$ cat src/rtl/cdma_pkg.sv
package cdma_pkg;
   typedef enum logic {
      DIR_FROM_MEM = 1'b0,
      DIR_TO_MEM   = 1'b1
   } cdma_dir_e;

   // address increment for a channel: lower group byte-wide, upper group word-wide
   function automatic int unsigned chan_step(input int unsigned ch, input int unsigned per_ctrl);
      return (ch < per_ctrl) ? 1 : 2;
   endfunction
endpackage

$ cat src/rtl/cdma_prio.sv
module cdma_prio #(
   parameter int unsigned N = 4
) (
   input  logic [N-1:0] req,
   output logic [N-1:0] grant,
   output logic         any
);
   if (N < 2) begin : g_bad_n
      $error("cdma_prio: N must be at least 2");
   end

   // lowest index wins: isolate least significant set bit
   assign grant = req & (~req + N'(1));
   assign any   = |req;
endmodule

$ cat src/rtl/cdma_chan.sv
module cdma_chan
   import cdma_pkg::*;
#(
   parameter int unsigned ADDR_W = 16,
   parameter int unsigned CNT_W  = 16,
   parameter int unsigned STEP   = 1
) (
   input  logic              clk,
   input  logic              rst_n,
   input  logic              wr,
   input  logic [ADDR_W-1:0] base,
   input  logic [CNT_W-1:0]  count,
   input  cdma_dir_e         dir_in,
   input  logic              step_en,
   output logic              armed,
   output logic [ADDR_W-1:0] addr,
   output cdma_dir_e         dir,
   output logic              last
);
   localparam logic [ADDR_W-1:0] INC = ADDR_W'(STEP);

   logic [CNT_W-1:0] remain;

   if (STEP != 1 && STEP != 2) begin : g_bad_step
      $error("cdma_chan: STEP must be 1 or 2");
   end

   assign last = (remain == '0);

   always_ff @(posedge clk) begin
      if (!rst_n) begin
         armed  <= 1'b0;
         addr   <= '0;
         remain <= '0;
         dir    <= DIR_FROM_MEM;
      end else if (wr) begin
         armed  <= 1'b1;
         addr   <= base;
         remain <= count;
         dir    <= dir_in;
      end else if (step_en) begin
         addr   <= addr + INC;
         remain <= remain - CNT_W'(1);
         if (last) armed <= 1'b0;
      end
   end

   a_r6_disarm_at_tc: assert property (@(posedge clk) disable iff (!rst_n)
      (step_en && last && !wr) |=> !armed);
   a_r5_addr_step: assert property (@(posedge clk) disable iff (!rst_n)
      (step_en && !wr) |=> (addr == $past(addr) + INC));
   a_r6_only_armed_steps: assert property (@(posedge clk) disable iff (!rst_n)
      step_en |-> armed);
endmodule

$ cat src/rtl/cdma_flyby_arb.sv
module cdma_flyby_arb
   import cdma_pkg::*;
#(
   parameter int unsigned PER_CTRL    = 4,
   parameter int unsigned ADDR_W      = 16,
   parameter int unsigned CNT_W       = 16,
   parameter int unsigned CASCADE_POS = 0,
   localparam int unsigned NCH        = 2 * PER_CTRL,
   localparam int unsigned SEL_W      = $clog2(NCH),
   localparam int unsigned CASC_CH    = PER_CTRL + CASCADE_POS
) (
   input  logic              clk,
   input  logic              rst_n,
   input  logic              cfg_we,
   input  logic [SEL_W-1:0]  cfg_sel,
   input  logic [ADDR_W-1:0] cfg_base,
   input  logic [CNT_W-1:0]  cfg_count,
   input  logic              cfg_to_mem,
   input  logic [NCH-1:0]    dreq,
   output logic              hrq,
   input  logic              hlda,
   output logic [NCH-1:0]    dack,
   output logic [ADDR_W-1:0] bus_addr,
   output logic              mem_rd,
   output logic              mem_wr,
   output logic              io_rd,
   output logic              io_wr,
   output logic              tc
);
   if (CASCADE_POS >= PER_CTRL) begin : g_bad_casc
      $error("cdma_flyby_arb: CASCADE_POS outside the upper controller");
   end
   if (ADDR_W < 2 || CNT_W < 1) begin : g_bad_w
      $error("cdma_flyby_arb: address or count width too small");
   end

   logic [NCH-1:0]    armed, last, pending, grant, step_en;
   logic [ADDR_W-1:0] ch_addr [NCH];
   cdma_dir_e         ch_dir  [NCH];
   logic              issue;

   // per-channel state; the cascade position has none
   for (genvar i = 0; i < NCH; i++) begin : g_ch
      if (i == CASC_CH) begin : g_casc
         assign armed[i]   = 1'b0;
         assign last[i]    = 1'b0;
         assign ch_addr[i] = '0;
         assign ch_dir[i]  = DIR_FROM_MEM;
      end else begin : g_real
         cdma_chan #(
            .ADDR_W (ADDR_W),
            .CNT_W  (CNT_W),
            .STEP   (chan_step(i, PER_CTRL))
         ) chan_i (
            .clk     (clk),
            .rst_n   (rst_n),
            .wr      (cfg_we && (cfg_sel == SEL_W'(i))),
            .base    (cfg_base),
            .count   (cfg_count),
            .dir_in  (cdma_dir_e'(cfg_to_mem)),
            .step_en (step_en[i]),
            .armed   (armed[i]),
            .addr    (ch_addr[i]),
            .dir     (ch_dir[i]),
            .last    (last[i])
         );
      end
   end

   assign pending = armed & dreq;

   // two-level fixed priority: lower group feeds one upper position
   logic [PER_CTRL-1:0] lo_grant, up_req, up_grant;
   logic                lo_any, up_any;

   cdma_prio #(.N(PER_CTRL)) lo_prio_i (
      .req   (pending[PER_CTRL-1:0]),
      .grant (lo_grant),
      .any   (lo_any)
   );

   for (genvar k = 0; k < PER_CTRL; k++) begin : g_up_req
      if (k == CASCADE_POS) begin : g_c
         assign up_req[k] = lo_any;
      end else begin : g_n
         assign up_req[k] = pending[PER_CTRL + k];
      end
   end

   cdma_prio #(.N(PER_CTRL)) up_prio_i (
      .req   (up_req),
      .grant (up_grant),
      .any   (up_any)
   );

   for (genvar k = 0; k < PER_CTRL; k++) begin : g_grant
      assign grant[k] = up_grant[CASCADE_POS] & lo_grant[k];
      if (k == CASCADE_POS) begin : g_c
         assign grant[PER_CTRL + k] = 1'b0;
      end else begin : g_n
         assign grant[PER_CTRL + k] = up_grant[k];
      end
   end

   assign issue   = hrq && hlda && up_any;
   assign step_en = issue ? grant : '0;

   // winner's address and direction
   logic [ADDR_W-1:0] sel_addr;
   logic              sel_to_mem, sel_last;
   always_comb begin
      sel_addr   = '0;
      sel_to_mem = 1'b0;
      sel_last   = 1'b0;
      for (int i = 0; i < NCH; i++) begin
         sel_addr   = sel_addr | (ch_addr[i] & {ADDR_W{grant[i]}});
         sel_to_mem = sel_to_mem | (grant[i] && ch_dir[i] == DIR_TO_MEM);
         sel_last   = sel_last | (grant[i] && last[i]);
      end
   end

   always_ff @(posedge clk) begin
      if (!rst_n) begin
         hrq      <= 1'b0;
         dack     <= '0;
         bus_addr <= '0;
         mem_rd   <= 1'b0;
         mem_wr   <= 1'b0;
         io_rd    <= 1'b0;
         io_wr    <= 1'b0;
         tc       <= 1'b0;
      end else begin
         hrq      <= |pending;
         dack     <= step_en;
         bus_addr <= issue ? sel_addr : '0;
         mem_wr   <= issue && sel_to_mem;
         io_rd    <= issue && sel_to_mem;
         mem_rd   <= issue && !sel_to_mem;
         io_wr    <= issue && !sel_to_mem;
         tc       <= issue && sel_last;
      end
   end

   a_r3_dack_onehot: assert property (@(posedge clk) disable iff (!rst_n)
      $onehot0(dack));
   a_r3_strobe_pairing: assert property (@(posedge clk) disable iff (!rst_n)
      (|dack) |-> ((mem_rd != mem_wr) && (io_rd == mem_wr) && (io_wr == mem_rd)));
   a_r3_no_strobe_idle: assert property (@(posedge clk) disable iff (!rst_n)
      !(|dack) |-> !(mem_rd || mem_wr || io_rd || io_wr || tc));
   a_r9_grant_needed: assert property (@(posedge clk) disable iff (!rst_n)
      (|dack) |-> ($past(hlda) && $past(hrq)));
   a_r7_cascade_silent: assert property (@(posedge clk) disable iff (!rst_n)
      !dack[CASC_CH]);
   a_r4_one_winner: assert property (@(posedge clk) disable iff (!rst_n)
      $onehot0(grant));
endmodule

$ cat config.mk
export PLATFORM = sky130hd
export DESIGN_NAME = cdma_flyby_arb
export DESIGN_NICKNAME = d
export VERILOG_FILES = /design/src/rtl/cdma_pkg.sv /design/src/rtl/cdma_prio.sv /design/src/rtl/cdma_chan.sv /design/src/rtl/cdma_flyby_arb.sv
export SDC_FILE = /design/constraint.sdc
export NUM_CORES = 1
export LEC_CHECK = 0
export BUFFER_PORTS_ARGS = -buffer_cell sky130_fd_sc_hd__clkbuf_2
export CAP_MARGIN = 40
export CORE_MARGIN = 3
export CORE_UTILIZATION = 50
export CTS_CLUSTER_DIAMETER = 50
export CTS_CLUSTER_SIZE = 10
export DETAILED_ROUTE_END_ITERATION = 10
export GPL_TIMING_DRIVEN = 0
export PLACE_DENSITY = 0.79
export SYNTH_ARGS = -nofsm -noshare
export SYNTH_HDL_FRONTEND = slang
export SYNTH_SLANG_ARGS = --single-unit
$ cat constraint.sdc
create_clock -name clk -period 3 [get_ports clk]
set_input_delay 0.6 -clock clk [delete_from_list [all_inputs] [get_ports clk]]
set_output_delay 0.6 -clock clk [all_outputs]
set_load 0.01 [all_outputs]
==> flow_metrics.tcl <==
set metrics [dict create \
    ys_types 51 \
    violations "DRC" \
    p_int_mw 5.80 \
    area.growth.synth_to_final_pct 12.4 \
    globalplace.congestion 0.960 \
    multiInputGateArea_um2 7730 \
    avgSynthCellArea_um2 8.23 \
    postSynthRegisterBits 265 \
    remaining_drc_errors 6 \
    global_route_wire_length_before_repair_um 70100 \
    seqPwrFrac_pct 48.0 \
    finalNetCount 1836 \
    p_sw_mw 2.04 \
    crit_path_end_kind "register" \
    clock.fmax_ghz 0.338 \
    drt_iter0_drc 1856 \
    synth-edff-count 0 \
    cell_types_with_the_largest_area_share_after_synthesis "dfxtp_1 (39%), o21ai_0 (7.3%), xor2_1 (7.0%), a21oi_1 (6.6%), xnor2_1 (5.5%)" \
    finalClockSkew_ns 0.0123 \
    drt_first_pass_iters 11 \
    power.density_cell_area_nw_per_um2 512 \
    initial_antenna_violation_count 1 \
    placementRows 59 \
    io-pin-count 78 \
    synth_async_sr_flop_share_pct 0 \
    grt_max_degree 15 \
    timing.slew.headroom_pct 35.0 \
    vias_per_cell 6.52 \
    design.die.area_um2 29200 \
    power_share_of_the_clock_group_pct 42.7 \
    critPathRequiredTime_ns 3.41 \
    synth_cells 1654 \
    utilization_after_layout_pct 57.9 \
    setup_repair_after_global_routing_missed_its_margin "no" \
    power.leakage_nw 5.15 \
    netlist.area_leader.share_pct 39.0 \
    max-clock-path-buffers 3 \
    yosys.area.top_type "dfxtp_1" \
    worst-endpoint-arrival_ns 3.37 \
    share_of_synthesized_area_occupied_by_flip_flops_and_latches_pct 39.0 \
    finalCriticalPeriod_ns 2.96 \
    regArea_um2 5310 \
    port_buffers 75 \
    detailedPlacementHpwl_um 33100 \
    post_drt_wl_per_cell_um 21.5 \
    synth-warning-count 0 \
    timing_worst_slew_pin_value_ns 0.975 \
    kind_of_critical_path "reg -> reg" \
    swShare_pct 26.0 \
    globalRouteOverflowTotal 0 \
    cts_made_buffers 31 \
    crit_path_start_kind "register" \
    finalMaxSlewViolations 0 \
    hold_viol 0 \
    clkSlewWorstSetupHoldPaths_ns 0.06 \
    maxCapViolCount 0 \
    cts_hold_repair.buffers 0 \
    synth_area_um2 13600 \
    layout.cell_area.non_filler_um2 15300 \
    route.final.wire_length_um 45300 \
    layoutNonFillerInstCount 2111 \
    result_of_the_run "finished, violations left" \
    drive_above_1_share_pct 7.84 \
    antenna_left 0 \
    tritoncts "built" \
    combinationalPowerShare_pct 9.3 \
    timing.critical_path.fanout_max 10 \
    place.detailed.instances 2067 \
    yosys_most_used_dff "dfxtp_1" \
    syn_nets 1723 \
    min-delay-path-class "in -> reg" \
    finalSetupViolCount 0 \
    clock-sinks 265 \
    worst_skew_pair.late_latency_ns 0.56 \
    postPlaceCellArea_um2 14400 \
    cts_root_buf "clkbuf_16" \
    peak_supply_drop_v 0.000354 \
    via_count_of_the_first_global_routing_pass 12727 \
    h-tree-depth 1 \
    fp.coreArea_um2 26400 \
    routed_via_count 13759 \
    chipHeight_um 171 \
    effective_utilization_at_floorplan_pct 51.5 \
    layout_worst_path_cycle_share_pct 98.7 \
    total_routing_usage_gr_pct 30.2 \
    die_w_um 171 \
    fill_cell_total_of_the_finished_layout 2396 \
]
[cell usage after synthesis (22+ instances only)]
cell / number
nor2_1: 90
a21oi_1: 179
a211oi_1: 26
nor4_1: 30
xnor2_1: 86
nor3_1: 52
clkbuf_1: 94
nand4_1: 63
nand3_1: 61
nand2_1: 99
o21ai_0: 198
xor2_1: 109
inv_1: 30
dfxtp_1: 265
and4_1: 22
[state kept, by name, indices dropped and copies added, names as in the netlist]
signal and cells:
g_ch.g_real.chan_i.dir 7, g_ch.g_real.chan_i.remain 112, g_ch.g_real.chan_i.addr 112, bus_addr 16
mem_wr 1, g_ch.g_real.chan_i.armed 7, dack 7, tc 1
mem_rd 1, hrq 1
[metrics by stage]
stage                     TNS (ns)  worst slack, ns  hold WS (ns)  power (mW)
after floorplan                  0            0.623         0.436        4.23
after global placement      -14.59           -0.491         0.453        4.50
after detailed placement    -18.27           -0.524         0.458        4.52
after CTS                        0            0.260         0.357        7.81
after global routing             0           0.0933         0.383        8.04
final                            0           0.0391         0.354        7.83
[power by group through the flow]
stage               sequential (mW)  combinational [mW]  clock (mW)
finish                         3.76               0.729        3.35
global route                   3.77               0.790        3.48
CTS                            3.75               0.705        3.35
detailed placement             3.83               0.697           0
global placement               3.82               0.680           0
floorplan                      3.80               0.433           0
[per-layer routing]
metal | part of all wire [%] | global-route usage (%) | wire length [um]
met2 | 42 | 46.1 | 19100
met1 | 40 | 41.1 | 18300
met5 | 0 | 0 | 0
met3 | 11 | 4.90 | 4980
met4 | 6.5 | 15.9 | 2940
[what timing repair did]
item	CTS	global route
endpoints found under the setup margin	11	0
gates resized for setup	1	0
buffers inserted	2	0
[worst max-delay path, cell delays in order, from the launching register on]
cell      delay (ns)
dfxtp_1         0.42
and2_1          0.36
buf_1           0.52
clkbuf_2        0.44
nand2_1         0.17
clkbuf_1        0.40
a31oi_1         0.49
[final cells by class]
cell class,count,share of cell area [%]
inverters,30,0.736
multi-input cells,1244,50.6
repair buffers,80,2.65
clock inverters,1,0.0327
flip-flops and latches,265,34.7
well taps,335,2.74
diodes,2,0.0327
clock buffers,39,5.53
plain buffers,115,3.03
[final timing paths]
| kind | start | endpoint | slack, ns | cells after the start |
|---|---|---|---|---|
| hold / removal | cfg_count[1] | g_ch[1].g_real.chan_i.remain[1] | 0.35 | 3 |
| setup / recovery | hrq | tc | 0.04 | 6 |
| setup reg to reg | hrq | tc | 0.04 | 6 |
| hold reg to reg | g_ch[1].g_real.chan_i.dir | g_ch[1].g_real.chan_i.dir | 0.47 | 2 |
[kinds of logic after synthesis]
logic type	Yosys count	share of synthesized area [%]
muxes	16	1.18
AOI/OAI and AO/OA	493	20.7
xor gates and xnor gates	195	12.5
DFF	265	39.0
buffers and inverters	145	4.22
and+or+nand+nor	518	20.4
adders and majority gates	21	1.93
other	1	0.0275
[layout by cell type (no fill, tap or decap), drive strengths merged, types with 21 or more instances in the layout]
cell    count
a211oi     26
a21oi     179
and3       21
and4       22
buf        26
clkbuf    208
dfxtp     265
ha         21
inv        30
nand2      99
nand3      61
nand4      65
nor2       90
nor3       52
nor4       31
o21ai     198
xnor2      86
xor2      109
No activity file was read; power rests on OpenSTA's default activity.
